==> src/rtl/stk_pkg.sv <==
package stk_pkg;
  typedef enum logic [2:0] {
    OP_PUSH = 3'd0,
    OP_POP  = 3'd1,
    OP_ADD  = 3'd2,
    OP_SUB  = 3'd3,
    OP_MUL  = 3'd4
  } stk_op_e;

  typedef enum logic [1:0] {
    ACT_NONE  = 2'd0,
    ACT_PUSH  = 2'd1,
    ACT_POP   = 2'd2,
    ACT_ARITH = 2'd3
  } stk_act_e;
endpackage

==> src/rtl/stk_ctrl.sv <==
module stk_ctrl
  import stk_pkg::*;
#(
  parameter int DEPTH = 8,
  localparam int CNT_W = $clog2(DEPTH + 1)
) (
  input  logic             fire,
  input  logic [2:0]       op,
  input  logic [CNT_W-1:0] cur_depth,
  output stk_act_e         act,
  output logic             ovf_hit,
  output logic             unf_hit,
  output logic [CNT_W-1:0] nxt_depth
);
  localparam logic [CNT_W-1:0] FULL = CNT_W'(DEPTH);
  localparam logic [CNT_W-1:0] ONE  = CNT_W'(1);
  localparam logic [CNT_W-1:0] TWO  = CNT_W'(2);

  always_comb begin
    act       = ACT_NONE;
    ovf_hit   = 1'b0;
    unf_hit   = 1'b0;
    nxt_depth = cur_depth;
    if (fire) begin
      case (op)
        OP_PUSH: begin
          if (cur_depth == FULL) ovf_hit = 1'b1;
          else begin
            act       = ACT_PUSH;
            nxt_depth = cur_depth + ONE;
          end
        end
        OP_POP: begin
          if (cur_depth == '0) unf_hit = 1'b1;
          else begin
            act       = ACT_POP;
            nxt_depth = cur_depth - ONE;
          end
        end
        OP_ADD, OP_SUB, OP_MUL: begin
          if (cur_depth < TWO) unf_hit = 1'b1;
          else begin
            act       = ACT_ARITH;
            nxt_depth = cur_depth - ONE;
          end
        end
        default: ;
      endcase
    end
  end
endmodule

==> src/rtl/stk_alu.sv <==
module stk_alu
  import stk_pkg::*;
#(
  parameter int DATA_W = 16
) (
  input  logic [2:0]        op,
  input  logic [DATA_W-1:0] lhs,
  input  logic [DATA_W-1:0] rhs,
  output logic [DATA_W-1:0] res
);
  always_comb begin
    case (op)
      OP_ADD:  res = lhs + rhs;
      OP_SUB:  res = lhs - rhs;
      OP_MUL:  res = lhs * rhs;
      default: res = rhs;
    endcase
  end
endmodule

==> src/rtl/stk_spill_ram.sv <==
module stk_spill_ram #(
  parameter int DATA_W  = 16,
  parameter int ENTRIES = 6,
  localparam int AW = (ENTRIES > 1) ? $clog2(ENTRIES) : 1
) (
  input  logic              clk,
  input  logic              wr_en,
  input  logic [AW-1:0]     wr_addr,
  input  logic [DATA_W-1:0] wr_data,
  input  logic [AW-1:0]     rd_addr,
  output logic [DATA_W-1:0] rd_data
);
  logic [DATA_W-1:0] mem [ENTRIES];

  always_ff @(posedge clk) begin
    if (wr_en) mem[wr_addr] <= wr_data;
  end

  assign rd_data = mem[rd_addr];
endmodule

==> src/rtl/stack_alu_core.sv <==
module stack_alu_core
  import stk_pkg::*;
#(
  parameter int DATA_W = 16,
  parameter int DEPTH  = 8,
  localparam int CNT_W = $clog2(DEPTH + 1)
) (
  input  logic              clk,
  input  logic              rst,
  input  logic              cmd_valid,
  input  logic [2:0]        cmd_op,
  input  logic [DATA_W-1:0] cmd_imm,
  output logic              cmd_ready,
  output logic [DATA_W-1:0] tos,
  output logic [CNT_W-1:0]  depth,
  output logic              ovf_err,
  output logic              unf_err
);
  localparam int SPILL = DEPTH - 2;
  localparam int AW    = (SPILL > 1) ? $clog2(SPILL) : 1;
  localparam logic [CNT_W-1:0] TWO   = CNT_W'(2);
  localparam logic [CNT_W-1:0] THREE = CNT_W'(3);

  logic [DATA_W-1:0] tos_q, nos_q;
  logic [CNT_W-1:0]  depth_q;
  logic              ovf_q, unf_q, rdy_q;

  stk_act_e          act;
  logic              ovf_hit, unf_hit;
  logic [CNT_W-1:0]  nxt_depth;
  logic [DATA_W-1:0] alu_res, spill_rd;
  logic              spill_we, third_ok;
  logic              fire;

  assign fire = cmd_valid && rdy_q;

  stk_ctrl #(.DEPTH(DEPTH)) ctrl_i (
    .fire      (fire),
    .op        (cmd_op),
    .cur_depth (depth_q),
    .act       (act),
    .ovf_hit   (ovf_hit),
    .unf_hit   (unf_hit),
    .nxt_depth (nxt_depth)
  );

  stk_alu #(.DATA_W(DATA_W)) alu_i (
    .op  (cmd_op),
    .lhs (nos_q),
    .rhs (tos_q),
    .res (alu_res)
  );

  assign spill_we = (act == ACT_PUSH) && (depth_q >= TWO);
  assign third_ok = depth_q >= THREE;

  stk_spill_ram #(.DATA_W(DATA_W), .ENTRIES(SPILL)) ram_i (
    .clk     (clk),
    .wr_en   (spill_we),
    .wr_addr (AW'(depth_q - TWO)),
    .wr_data (nos_q),
    .rd_addr (AW'(depth_q - THREE)),
    .rd_data (spill_rd)
  );

  always_ff @(posedge clk) begin
    if (rst) begin
      tos_q   <= '0;
      nos_q   <= '0;
      depth_q <= '0;
      ovf_q   <= 1'b0;
      unf_q   <= 1'b0;
      rdy_q   <= 1'b0;
    end else begin
      rdy_q   <= 1'b1;
      ovf_q   <= ovf_hit;
      unf_q   <= unf_hit;
      depth_q <= nxt_depth;
      case (act)
        ACT_PUSH: begin
          tos_q <= cmd_imm;
          nos_q <= tos_q;
        end
        ACT_POP: begin
          tos_q <= nos_q;
          if (third_ok) nos_q <= spill_rd;
        end
        ACT_ARITH: begin
          tos_q <= alu_res;
          if (third_ok) nos_q <= spill_rd;
        end
        default: ;
      endcase
    end
  end

  assign cmd_ready = rdy_q;
  assign tos       = tos_q;
  assign depth     = depth_q;
  assign ovf_err   = ovf_q;
  assign unf_err   = unf_q;
endmodule

==> config.mk <==
export PLATFORM = sky130hd
export DESIGN_NAME = stack_alu_core
export DESIGN_NICKNAME = d
export VERILOG_FILES = /design/src/rtl/stk_pkg.sv /design/src/rtl/stk_ctrl.sv /design/src/rtl/stk_alu.sv /design/src/rtl/stk_spill_ram.sv /design/src/rtl/stack_alu_core.sv
export SDC_FILE = /design/constraint.sdc
export NUM_CORES = 1
export LEC_CHECK = 0
export ABC_CLOCK_PERIOD_IN_PS = 5480
export CORE_ASPECT_RATIO = 0.9
export CORE_MARGIN = 2
export CORE_UTILIZATION = 25
export CTS_BUF_LIST = sky130_fd_sc_hd__clkbuf_8 sky130_fd_sc_hd__clkbuf_16
export CTS_CLUSTER_DIAMETER = 200
export CTS_CLUSTER_SIZE = 40
export DETAILED_ROUTE_END_ITERATION = 8
export DONT_BUFFER_PORTS = 1
export GPL_TIMING_DRIVEN = 0
export SLEW_MARGIN = 30
export SYNTH_ARGS = -nofsm -noshare
export SYNTH_HDL_FRONTEND = slang
export SYNTH_SLANG_ARGS = --single-unit
==> constraint.sdc <==
create_clock -name clk -period 5.48 [get_ports clk]
set_clock_uncertainty 0.15 [all_clocks]
set_input_delay 1.096 -clock clk [delete_from_list [all_inputs] [get_ports clk]]
set_output_delay 1.096 -clock clk [all_outputs]
set_load 0.01 [all_outputs]
==> summary.txt <==
Clocking
  – H-Tree Depth: 4
  – Clk_lat worst skew: 0.42 ns
  – CTS Sinks: 135
  – Hold_buf cts: 0
  – CTS root buf: clkbuf_16
  – CTS Buf Count: 17
  – Clock Pin Slew Worst Setup and Hold Paths: 0.06 ns
  – CTS Buffer Depth: 2
  – CTS tree: built

STA
  – Peak Freq: 0.1772 GHz
  – Final period util: 103.0%
  – Setup WS post-layout: -0.1618 ns
  – RSZ-0062 raised after global routing: true
  – Final slew viol count: 0
  – Count of final hold-check violations: 0
  – Fin Setup TNS: -0.4257 ns
  – # setup viols final: 4
  – Measured slew at the worst slew-check pin: 0.8372 ns
  – WHS: 0.3923 ns
  – Min Tclk post-route: 5.642 ns
  – Max transition margin: 44.19%

Run
  – Number of max-cap violations: 0

Synth
  – YS warnings: 0
  – Synthesized instance count: 1,069
  – Yosys cell types: 69
  – Yosys reg bits: 135
  – Seq/Total Area, Yosys: 34.01%
  – Synth Flop Type: edfxtp_1
  – EDFF count, synth: 96
  – Avg Synthesized Cell Area: 10.08 sq um
  – Main area contributors after synthesis: edfxtp_1, fa_1, ha_1
  – Ys async rst share: 0%
  – Syn nets: 1,243
  – Post-synth top area share: 26.77%
  – Mapped Area: 0.01077 sq mm
  – Synth area leader: edfxtp_1

Global route
  – Grt total ovfl: 0
  – First-pass GRT wire length: 49.42 mm
  – Gr usage total: 14.46%
  – Pin count of the biggest net entering global routing: 24
  – Vias in the first global route: 8,347
  – Initial antenna violation count: 3

Power
  – Worst vdd ir: 0.1937 mV
  – Pwr Density: 210.8 mW/mm^2
  – Pleak: 5.108 nW

Critical path
  – Crit path max-delay cell type: fa_1
  – CP Capture Type: flop
  – CP startpoint kind: flop
  – Crit path required time: 5.63 ns
  – Cell chain of the critical path: buf_6 -> clkbuf_8 -> and2_4 -> fa_1 -> fa_1 -> ha_2 -> fa_1 -> inv_1 -> fa_1 -> fa_1 -> inv_1 -> ha_4 -> or3_4 -> o22a_1 -> a41oi_2 -> buf_4 -> xor2_4 -> nor3_2 -> a221oi_2 -> a21oi_1
  – Flop-to-flop setup slack: -0.16 ns
  – Critical-path maximum fanout: 10
  – Most used cell, CP: fa_1
  – Worst Path Arrival: 5.80 ns
  – CP Class: flop to flop
  – CP peak stage delay: 0.55 ns

Place
  – Place WS: -0.9996 ns
  – HPWL after DPL: 24.34 mm
  – Placed cell areas: 0.01156 sq mm
  – Port bufs: 0
  – Final GP Congestion: 0.9030

Drt
  – Via count: 7,989
  – Via density: 4.753
  – Initial DRC count: 633
  – # DRC: 0
  – Routed length per placed instance: 18.95 um
  – Drt total wl: 31.85 mm
  – ANT nets after route: 0
  – DR pass1 iterations: 5

Hold path
  – Hold Path Class: flop to flop

Final layout
  – Finished Cell Area: 0.01280 sq mm
  – Share of cells above drive strength 1: 17.53%
  – Finished Core Util: 29.97%
  – Layout Nets: 1,285
  – Area Overhead vs Synth: 18.81%

Run status
  – Status: complete, but fails checks
  – Failing checks: negative setup slack

Floorplanning
  – Row count: 72
  – # IOs: 45
  – Die H: 200.9 um
  – Die footprint: 0.04476 sq mm
  – Die Wd: 222.8 um
  – Core area: 0.04270 sq mm
  – Initial Utilization: 25.22%
## report_power, final
part,internal [W],switching [W],leakage (nW)
combinational,0.000205,0.000286,3.45
sequential,0.00110,0.0000415,1.37
clock,0.000640,0.000429,0.291
total,0.00194,0.000757,5.11
## through the flow
step           cells  total power [W]
2_1_floorplan   1069         0.001490
3_3_place_gp    1624         0.001608
3_5_place_dp    1632         0.001613
4_1_cts         1676         0.002697
5_1_grt         1679         0.002801
6_report        1681         0.002698
## metal layers
layer	GRT usage, %	vias to the layer above	wire length, um
met5	0	-	12
met4	3.691	2	613
met3	3.308	53	2169
met2	23.46	249	14920
met1	19.45	3956	14140
li1	-	3729	-
## worst max-delay path, delay by kind of cell (launching register included)
family	cells	cell delay [ns]
buffers and inverters	5	0.61
AO/OA/AOI/OAI	4	0.75
XOR/XNOR	1	0.20
adder cells (fa/ha/maj)	7	2.82
AND/OR/NAND/NOR	3	0.65
flip-flops	1	0.34
## state kept, by name (all words and copies together) (netlist names)
register and cells:
unf_err 1, nos_q 16, cmd_ready 1, ram_i.mem 96, tos 16, depth 4
ovf_err 1
## cell usage in the layout (no fill, tap or decap), types with 6 or more instances in the layout
cell type / instances
a211oi_1: 45
a21oi_1: 51
and2_1: 62
and2_4: 6
and3_1: 6
buf_2: 11
buf_4: 33
clkbuf_1: 19
clkbuf_16: 21
clkbuf_8: 10
clkinv_2: 7
dfxtp_1: 17
dfxtp_2: 9
dfxtp_4: 13
edfxtp_1: 96
fa_1: 78
ha_1: 59
ha_4: 8
inv_1: 118
mux2i_1: 16
mux4_2: 16
nand2_1: 97
nand2b_1: 6
nand3_1: 8
nor2_1: 76
nor3_1: 19
o21a_1: 7
o21ai_0: 26
xnor2_1: 36
xor2_1: 24
## final cells by class
type / instances / area, sq um
fillers: 4393 / 29900
multi-input cells: 748 / 6676
flip-flops and latches: 135 / 3724
well taps: 555 / 694.4
clock buffers: 20 / 489.2
plain buffers: 61 / 473.0
inverters: 121 / 454.2
repair buffers: 27 / 206.4
clock inverters: 12 / 73.82
diodes: 2 / 5.005
## synthesized netlist by cell type, types with 7 or more instances
master      n
edfxtp_1   96
clkbuf_1   41
mux2i_1    16
nor3_1     24
ha_1       70
dfxtp_1    39
and2_1     68
a211oi_1   46
nand3_1     8
mux4_2     16
nor2_1     79
xnor2_1    40
nand2_1    98
xor2_1     28
a21oi_1    51
fa_1       82
inv_1     121
o21ai_0    30
buf_2      15
o21a_1      7
## cells by family (layout without fill, tap and decap cells)
family                     after synthesis  count (layout)  synth area share [%]
AOI/OAI and AO/OA                      177             177                 10.72
xor gates and xnor gates                70              70                 5.902
adders and majority gates              152             152                 23.37
buffers and inverters                  186             241                 6.970
DFF                                    135             135                 34.01
muxes                                   32              32                 4.833
other                                    0               2                     0
and+or+nand+nor                        317             317                 14.18
## repair_timing
action	4_1_cts	5_1_grt
pin swaps	29	26
setup endpoints to repair	9	8
gates resized for setup	125	28
setup buffers	16	4
hold endpoints to repair	0	0
## path summary, 6_finish.rpt
check / startpoint / end / cells past startpoint
max: tos[3]$_SDFFE_PP0P_ / tos[12]$_SDFFE_PP0P_ / 20
min: nos_q[10]$_SDFFE_PP0P_ / ram_i.mem[4][10]$_DFFE_PP_ / 0
max reg2reg: tos[3]$_SDFFE_PP0P_ / tos[12]$_SDFFE_PP0P_ / 20
min reg2reg: nos_q[10]$_SDFFE_PP0P_ / ram_i.mem[4][10]$_DFFE_PP_ / 0
(Power assumes the default switching activity.)
